$ cat src/rtl/spi_clkdiv_pkg.sv
package spi_clkdiv_pkg;
   typedef enum logic {
      LAW_POW2   = 1'b0,
      LAW_LINEAR = 1'b1
   } div_law_e;

   function automatic int unsigned max2(input int unsigned a, input int unsigned b);
      return (a > b) ? a : b;
   endfunction
endpackage

$ cat src/rtl/spi_clkdiv_ratio.sv
module spi_clkdiv_ratio
   import spi_clkdiv_pkg::*;
#(
   parameter int unsigned LIN_W  = 8,
   parameter int unsigned EXP_W  = 4,
   parameter int unsigned HALF_W = 15,
   localparam int unsigned CTRL_W = LIN_W + EXP_W + 1
) (
   input  logic [CTRL_W-1:0] ctrl_i,
   output logic [HALF_W-1:0] half_len_o
);
   logic [LIN_W-1:0]  lin_field;
   logic [EXP_W-1:0]  exp_field;
   div_law_e          law;
   logic [HALF_W-1:0] lin_half;
   logic [HALF_W-1:0] pow_half;

   assign lin_field = ctrl_i[LIN_W-1:0];
   assign exp_field = ctrl_i[LIN_W+EXP_W-1:LIN_W];
   assign law       = div_law_e'(ctrl_i[CTRL_W-1]);

   assign lin_half = HALF_W'(lin_field) + HALF_W'(1);

   always_comb begin
      if (exp_field == '0) pow_half = HALF_W'(1);
      else                 pow_half = HALF_W'(1) << (exp_field - EXP_W'(1));
   end

   assign half_len_o = (law == LAW_LINEAR) ? lin_half : pow_half;
endmodule

$ cat src/rtl/spi_clkdiv_counter.sv
module spi_clkdiv_counter #(
   parameter int unsigned HALF_W = 15
) (
   input  logic              clk_i,
   input  logic              rst_ni,
   input  logic              start_i,
   input  logic              run_i,
   input  logic [HALF_W-1:0] half_len_i,
   output logic              hit_o,
   output logic              tgl_o
);
   logic [HALF_W-1:0] half_q;
   logic [HALF_W-1:0] cnt_q;

   assign hit_o = run_i && (cnt_q == half_q - HALF_W'(1));

   always_ff @(posedge clk_i or negedge rst_ni) begin
      if (!rst_ni) begin
         half_q <= HALF_W'(1);
         cnt_q  <= '0;
         tgl_o  <= 1'b0;
      end else if (start_i) begin
         half_q <= half_len_i;
         cnt_q  <= '0;
         tgl_o  <= 1'b0;
      end else if (run_i) begin
         cnt_q  <= hit_o ? '0 : cnt_q + HALF_W'(1);
         tgl_o  <= hit_o;
      end else begin
         cnt_q  <= '0;
         tgl_o  <= 1'b0;
      end
   end

   assert_cnt_in_range_R1: assert property (@(posedge clk_i) disable iff (!rst_ni)
      cnt_q < half_q);
   assert_ratio_held_R5: assert property (@(posedge clk_i) disable iff (!rst_ni)
      run_i |=> $stable(half_q));
   assert_start_clears_R6: assert property (@(posedge clk_i) disable iff (!rst_ni)
      start_i |=> (cnt_q == '0) && !tgl_o);
endmodule

$ cat src/rtl/spi_clkdiv_phase.sv
module spi_clkdiv_phase (
   input  logic clk_i,
   input  logic rst_ni,
   input  logic idle_i,
   input  logic cpol_i,
   input  logic hit_i,
   output logic sclk_o,
   output logic rise_o,
   output logic fall_o
);
   always_ff @(posedge clk_i or negedge rst_ni) begin
      if (!rst_ni) begin
         sclk_o <= 1'b0;
         rise_o <= 1'b0;
         fall_o <= 1'b0;
      end else if (idle_i) begin
         sclk_o <= cpol_i;
         rise_o <= 1'b0;
         fall_o <= 1'b0;
      end else if (hit_i) begin
         sclk_o <= ~sclk_o;
         rise_o <= ~sclk_o;
         fall_o <= sclk_o;
      end else begin
         rise_o <= 1'b0;
         fall_o <= 1'b0;
      end
   end

   assert_edge_exclusive_R8: assert property (@(posedge clk_i) disable iff (!rst_ni)
      !(rise_o && fall_o));
   assert_rise_level_R8: assert property (@(posedge clk_i) disable iff (!rst_ni)
      rise_o |-> sclk_o);
   assert_fall_level_R8: assert property (@(posedge clk_i) disable iff (!rst_ni)
      fall_o |-> !sclk_o);
   assert_idle_level_R7: assert property (@(posedge clk_i) disable iff (!rst_ni)
      idle_i |=> (sclk_o == $past(cpol_i)));
endmodule

$ cat src/rtl/spi_clkdiv.sv
module spi_clkdiv
   import spi_clkdiv_pkg::*;
#(
   parameter int unsigned LIN_W = 8,
   parameter int unsigned EXP_W = 4,
   localparam int unsigned CTRL_W = LIN_W + EXP_W + 1,
   localparam int unsigned HALF_W = max2(LIN_W + 1, (1 << EXP_W) - 1)
) (
   input  logic              clk_i,
   input  logic              rst_ni,
   input  logic              xfer_active_i,
   input  logic              cpol_i,
   input  logic [CTRL_W-1:0] div_ctrl_i,
   output logic              sclk_o,
   output logic              sclk_tgl_o,
   output logic              sclk_rise_o,
   output logic              sclk_fall_o
);
   generate
      if (LIN_W < 1 || LIN_W > 16) begin : g_bad_lin
         $error("spi_clkdiv: LIN_W out of range");
      end
      if (EXP_W < 1 || EXP_W > 5) begin : g_bad_exp
         $error("spi_clkdiv: EXP_W out of range");
      end
   endgenerate

   logic              active_q;
   logic              start;
   logic              run;
   logic              hit;
   logic [HALF_W-1:0] half_len;

   always_ff @(posedge clk_i or negedge rst_ni) begin
      if (!rst_ni) active_q <= 1'b0;
      else         active_q <= xfer_active_i;
   end

   assign start = xfer_active_i && !active_q;
   assign run   = xfer_active_i && active_q;

   spi_clkdiv_ratio #(
      .LIN_W (LIN_W),
      .EXP_W (EXP_W),
      .HALF_W(HALF_W)
   ) u_ratio (
      .ctrl_i    (div_ctrl_i),
      .half_len_o(half_len)
   );

   spi_clkdiv_counter #(
      .HALF_W(HALF_W)
   ) u_counter (
      .clk_i     (clk_i),
      .rst_ni    (rst_ni),
      .start_i   (start),
      .run_i     (run),
      .half_len_i(half_len),
      .hit_o     (hit),
      .tgl_o     (sclk_tgl_o)
   );

   spi_clkdiv_phase u_phase (
      .clk_i (clk_i),
      .rst_ni(rst_ni),
      .idle_i(!xfer_active_i),
      .cpol_i(cpol_i),
      .hit_i (hit),
      .sclk_o(sclk_o),
      .rise_o(sclk_rise_o),
      .fall_o(sclk_fall_o)
   );

   assert_idle_quiet_R7: assert property (@(posedge clk_i) disable iff (!rst_ni)
      !xfer_active_i |=> !sclk_tgl_o && !sclk_rise_o && !sclk_fall_o);
   assert_abort_idle_R9: assert property (@(posedge clk_i) disable iff (!rst_ni)
      $fell(xfer_active_i) |=> !sclk_tgl_o);
   assert_strobe_pairs_R8: assert property (@(posedge clk_i) disable iff (!rst_ni)
      sclk_tgl_o |-> (sclk_rise_o || sclk_fall_o));
endmodule

$ cat config.mk
export PLATFORM = sky130hd
export DESIGN_NAME = spi_clkdiv
export DESIGN_NICKNAME = d
export VERILOG_FILES = /design/src/rtl/spi_clkdiv_pkg.sv /design/src/rtl/spi_clkdiv_ratio.sv /design/src/rtl/spi_clkdiv_counter.sv /design/src/rtl/spi_clkdiv_phase.sv /design/src/rtl/spi_clkdiv.sv
export SDC_FILE = /design/constraint.sdc
export NUM_CORES = 1
export LEC_CHECK = 0
export BUFFER_PORTS_ARGS = -buffer_cell sky130_fd_sc_hd__buf_4
export CORE_MARGIN = 1
export CORE_UTILIZATION = 40
export DETAILED_ROUTE_END_ITERATION = 10
export PLACE_DENSITY = 0.6
export REMOVE_ABC_BUFFERS = 1
export SLEW_MARGIN = 10
export SYNTH_ARGS = -nofsm -noshare
export SYNTH_HDL_FRONTEND = slang
export SYNTH_SLANG_ARGS = --single-unit
$ cat constraint.sdc
create_clock -name clk_i -period 3.5 [get_ports clk_i]
set_input_delay 0.875 -clock clk_i [delete_from_list [all_inputs] [get_ports clk_i]]
set_output_delay 0.875 -clock clk_i [all_outputs]
set_load 0.02 [all_outputs]
==> results.sh <==
export IMPL_clk_pin_slew_ns=0.07
export IMPL_io_buffers=20
export IMPL_io_pins=21
export IMPL_finalHoldViolCount=0
export IMPL_postCtsSetupBuffers=0
export IMPL_grt_max_degree=36
export IMPL_holdPathStages=2
export IMPL_core_area_um2=5507
export IMPL_fin_crit_sh_pct=80.13
export IMPL_gp_congestion=0.7860
export IMPL_yosysTopAreaCell="dfrtp_1"
export IMPL_routed_via_density=5.222
export IMPL_tritoncts="yes"
export IMPL_powerDensity_nw_per_um2=374.6
export IMPL_combinationalPowerShare_pct=19.7
export IMPL_yosys_warnings=0
export IMPL_synth_seq_cells=35
export IMPL_dp_hpwl_mm=3.717
export IMPL_synthArstFlopShare_pct=100.0
export IMPL_finalMaxSlewViolations=0
export IMPL_max_slew_margin_rel_pct=53.50
export IMPL_critPathKind="flip-flop to flip-flop"
export IMPL_ys_flop_type="dfrtp_1"
export IMPL_grt_total_usage_pct=17.32
export IMPL_tns_ns=0
export IMPL_fin_skew_ns=0.001821
export IMPL_crit_required_ns=3.66
export IMPL_drc=0
export IMPL_max_freq_mhz=356.6
export IMPL_mostFrequentLayoutCell="dfrtp_1"
export IMPL_syn_avg_cell_area_um2=8.990
export IMPL_netlist_area_um2=2283
export IMPL_h_tree_depth=2
export IMPL_clkPwrFrac_pct=33.2
export IMPL_syn_inst=254
export IMPL_status="complete, no violations"
export IMPL_yosysSeqAreaShare_pct=38.41
export IMPL_antenna_found_initial=0
export IMPL_min_period_ns=2.805
export IMPL_switching_share_pct=28.72
export IMPL_grt_pass1_wl_mm=8.066
export IMPL_intPower_mw=0.6867
export IMPL_fp_dieArea_um2=6015
export IMPL_wl_per_cell_um=13.84
export IMPL_yosysUniqueCellTypes=49
export IMPL_power_frac_seq_pct=47.1
export IMPL_fillers=545
export IMPL_p_leak_nw=1.059
export IMPL_clk_path_buf_depth=2
export IMPL_firstDrtPassIters=4
export IMPL_cts_resized=0
export IMPL_cts_sinks=35
export IMPL_first_iter_violations=65
export IMPL_rr_worst_depth=9
export IMPL_cp_end_kind="flip-flop"
export IMPL_most_common_layout_cells="dfrtp_1, nand2_1, nor2_1, xnor2_1, buf_4"
export IMPL_fp_dieW_um=77.56
export IMPL_clockRootBuffer="clkbuf_8"
export IMPL_cts_buffers_inserted=5
export IMPL_vias=1812
export IMPL_cts_hold_buf=0
export IMPL_grt_overflow=0
export IMPL_ir_worst_vdd_mv=0.1266
export IMPL_start_kind="flip-flop"
export IMPL_switching_power_mw=0.2766
export IMPL_cp_arrival_ns=2.97
export IMPL_yosys_top_cells_area="dfrtp_1, xnor2_1, xor2_1"
export IMPL_rsz0062_at_grt="no"
export IMPL_wl_mm=4.801
export IMPL_synth_edf_count=0
export IMPL_clk_insertion_delay_late_ns=0.28
export IMPL_drtAntennaViolNets=0
export IMPL_finalCoreUtilization_pct=46.69
export IMPL_tightest_slew_ns=0.6960
export IMPL_synth_top_cell_area_share_pct=37.26
export IMPL_cap_violations=0
export IMPL_start_util_pct=41.47
export IMPL_worst_path_max_fanout=15
export IMPL_grt_pass1_vias=1684
export IMPL_antennaDiodeCount=0
export IMPL_die_h_um=77.56
export IMPL_layout_nets=294
export IMPL_hp_class="flip-flop to flip-flop"
export IMPL_drive_gt1_share_pct=18.55
export IMPL_num_rows=27
export IMPL_area_growth_pct=12.60
export IMPL_setup_viol_count_final=0
[path summary, 6_finish.rpt]
| path | from | end | slack, ns |
|---|---|---|---|
| min | u_counter.half_q[14]$_DFFE_PN0P_ | u_counter.half_q[14]$_DFFE_PN0P_ | 0.52 |
| max reg2reg | u_counter.half_q[1]$_DFFE_PN0P_ | u_counter.cnt_q[14]$_DFF_PN0_ | 0.70 |
| min in group asynchronous | rst_ni | u_counter.cnt_q[0]$_DFF_PN0_ | 0.54 |
| min reg2reg | u_counter.half_q[14]$_DFFE_PN0P_ | u_counter.half_q[14]$_DFFE_PN0P_ | 0.52 |
| max | u_counter.half_q[1]$_DFFE_PN0P_ | u_counter.cnt_q[14]$_DFF_PN0_ | 0.70 |
| max in group asynchronous | rst_ni | u_counter.half_q[0]$_DFFE_PN1P_ | 2.63 |
[layout make-up]
class                   instances  area, um^2  share of cell area, %
flip-flops and latches         35       877.1                  34.11
well taps                      72       90.09                  3.504
inverters                       3       11.26                 0.4380
clock buffers                   8       100.1                  3.893
repair buffers                 22       165.2                  6.423
multi-input cells             207        1328                  51.63
[power groups by stage]
stage                     Clock (mW)  Sequential [mW]  Combinational, mW
after floorplan                    0            0.455              0.124
after global placement             0            0.461              0.190
after detailed placement           0            0.461              0.192
after CTS                      0.329            0.454              0.193
after global routing           0.345            0.458              0.215
final                          0.319            0.454              0.190
[through the flow]
step | instances | total power, mW | hold WS (ns) | cell area, um^2 | setup slack [ns]
2_1_floorplan | 245 | 0.5796 | 0.4689 | 2216 | 1.099
3_3_place_gp | 339 | 0.6512 | 0.4899 | 2471 | 0.8633
3_5_place_dp | 339 | 0.6537 | 0.5063 | 2471 | 0.7054
4_1_cts | 347 | 0.9752 | 0.5212 | 2571 | 0.6986
5_1_grt | 347 | 1.018 | 0.5453 | 2571 | 0.4241
6_report | 347 | 0.9633 | 0.5165 | 2571 | 0.6955
[worst max-delay path, stage by stage, from the launching register on]
cell       delay, ns
dfrtp_1         0.40
inv_1           0.10
ha_1            0.24
nor3b_1         0.61
and3_1          0.27
o2111ai_1       0.11
nor4_1          0.37
nand4_2         0.22
nand3_4         0.28
nor2_1          0.08
[registers in the layout, indices dropped and copies added, names as in the netlist]
name,count
u_phase.sclk_o,1
u_phase.rise_o,1
active_q,1
u_counter.cnt_q,15
u_counter.tgl_o,1
u_counter.half_q,15
u_phase.fall_o,1
[synthesized netlist by cell type (all sizes together) (5+ instances only)]
library cell,instances
a21oi,11
and3,6
dfrtp,34
nand2,28
nand3,15
nor2,32
nor2b,5
nor3,7
nor4,5
o21ai,17
xnor2,22
xor2,16
[layer usage]
metal  GRT usage, %  vias up  share of wire, %  wire [um]
met3          4.118       10               2.4        114
met1          22.70      840                50       2386
met5              0        -                 0          0
li1               -      936                 -          -
met4          7.170        0               2.4        115
met2          27.26       26                46       2185
[logic make-up after synthesis]
kind of cell	count (synthesis)	synth area share, %
xor+xnor	38	14.57
buf+inv	12	3.452
fa+ha+maj	3	1.644
simple gates	122	29.26
flops	35	38.41
compound gates	43	12.22
mux	1	0.4384
Power figures use the tool's default switching activity.
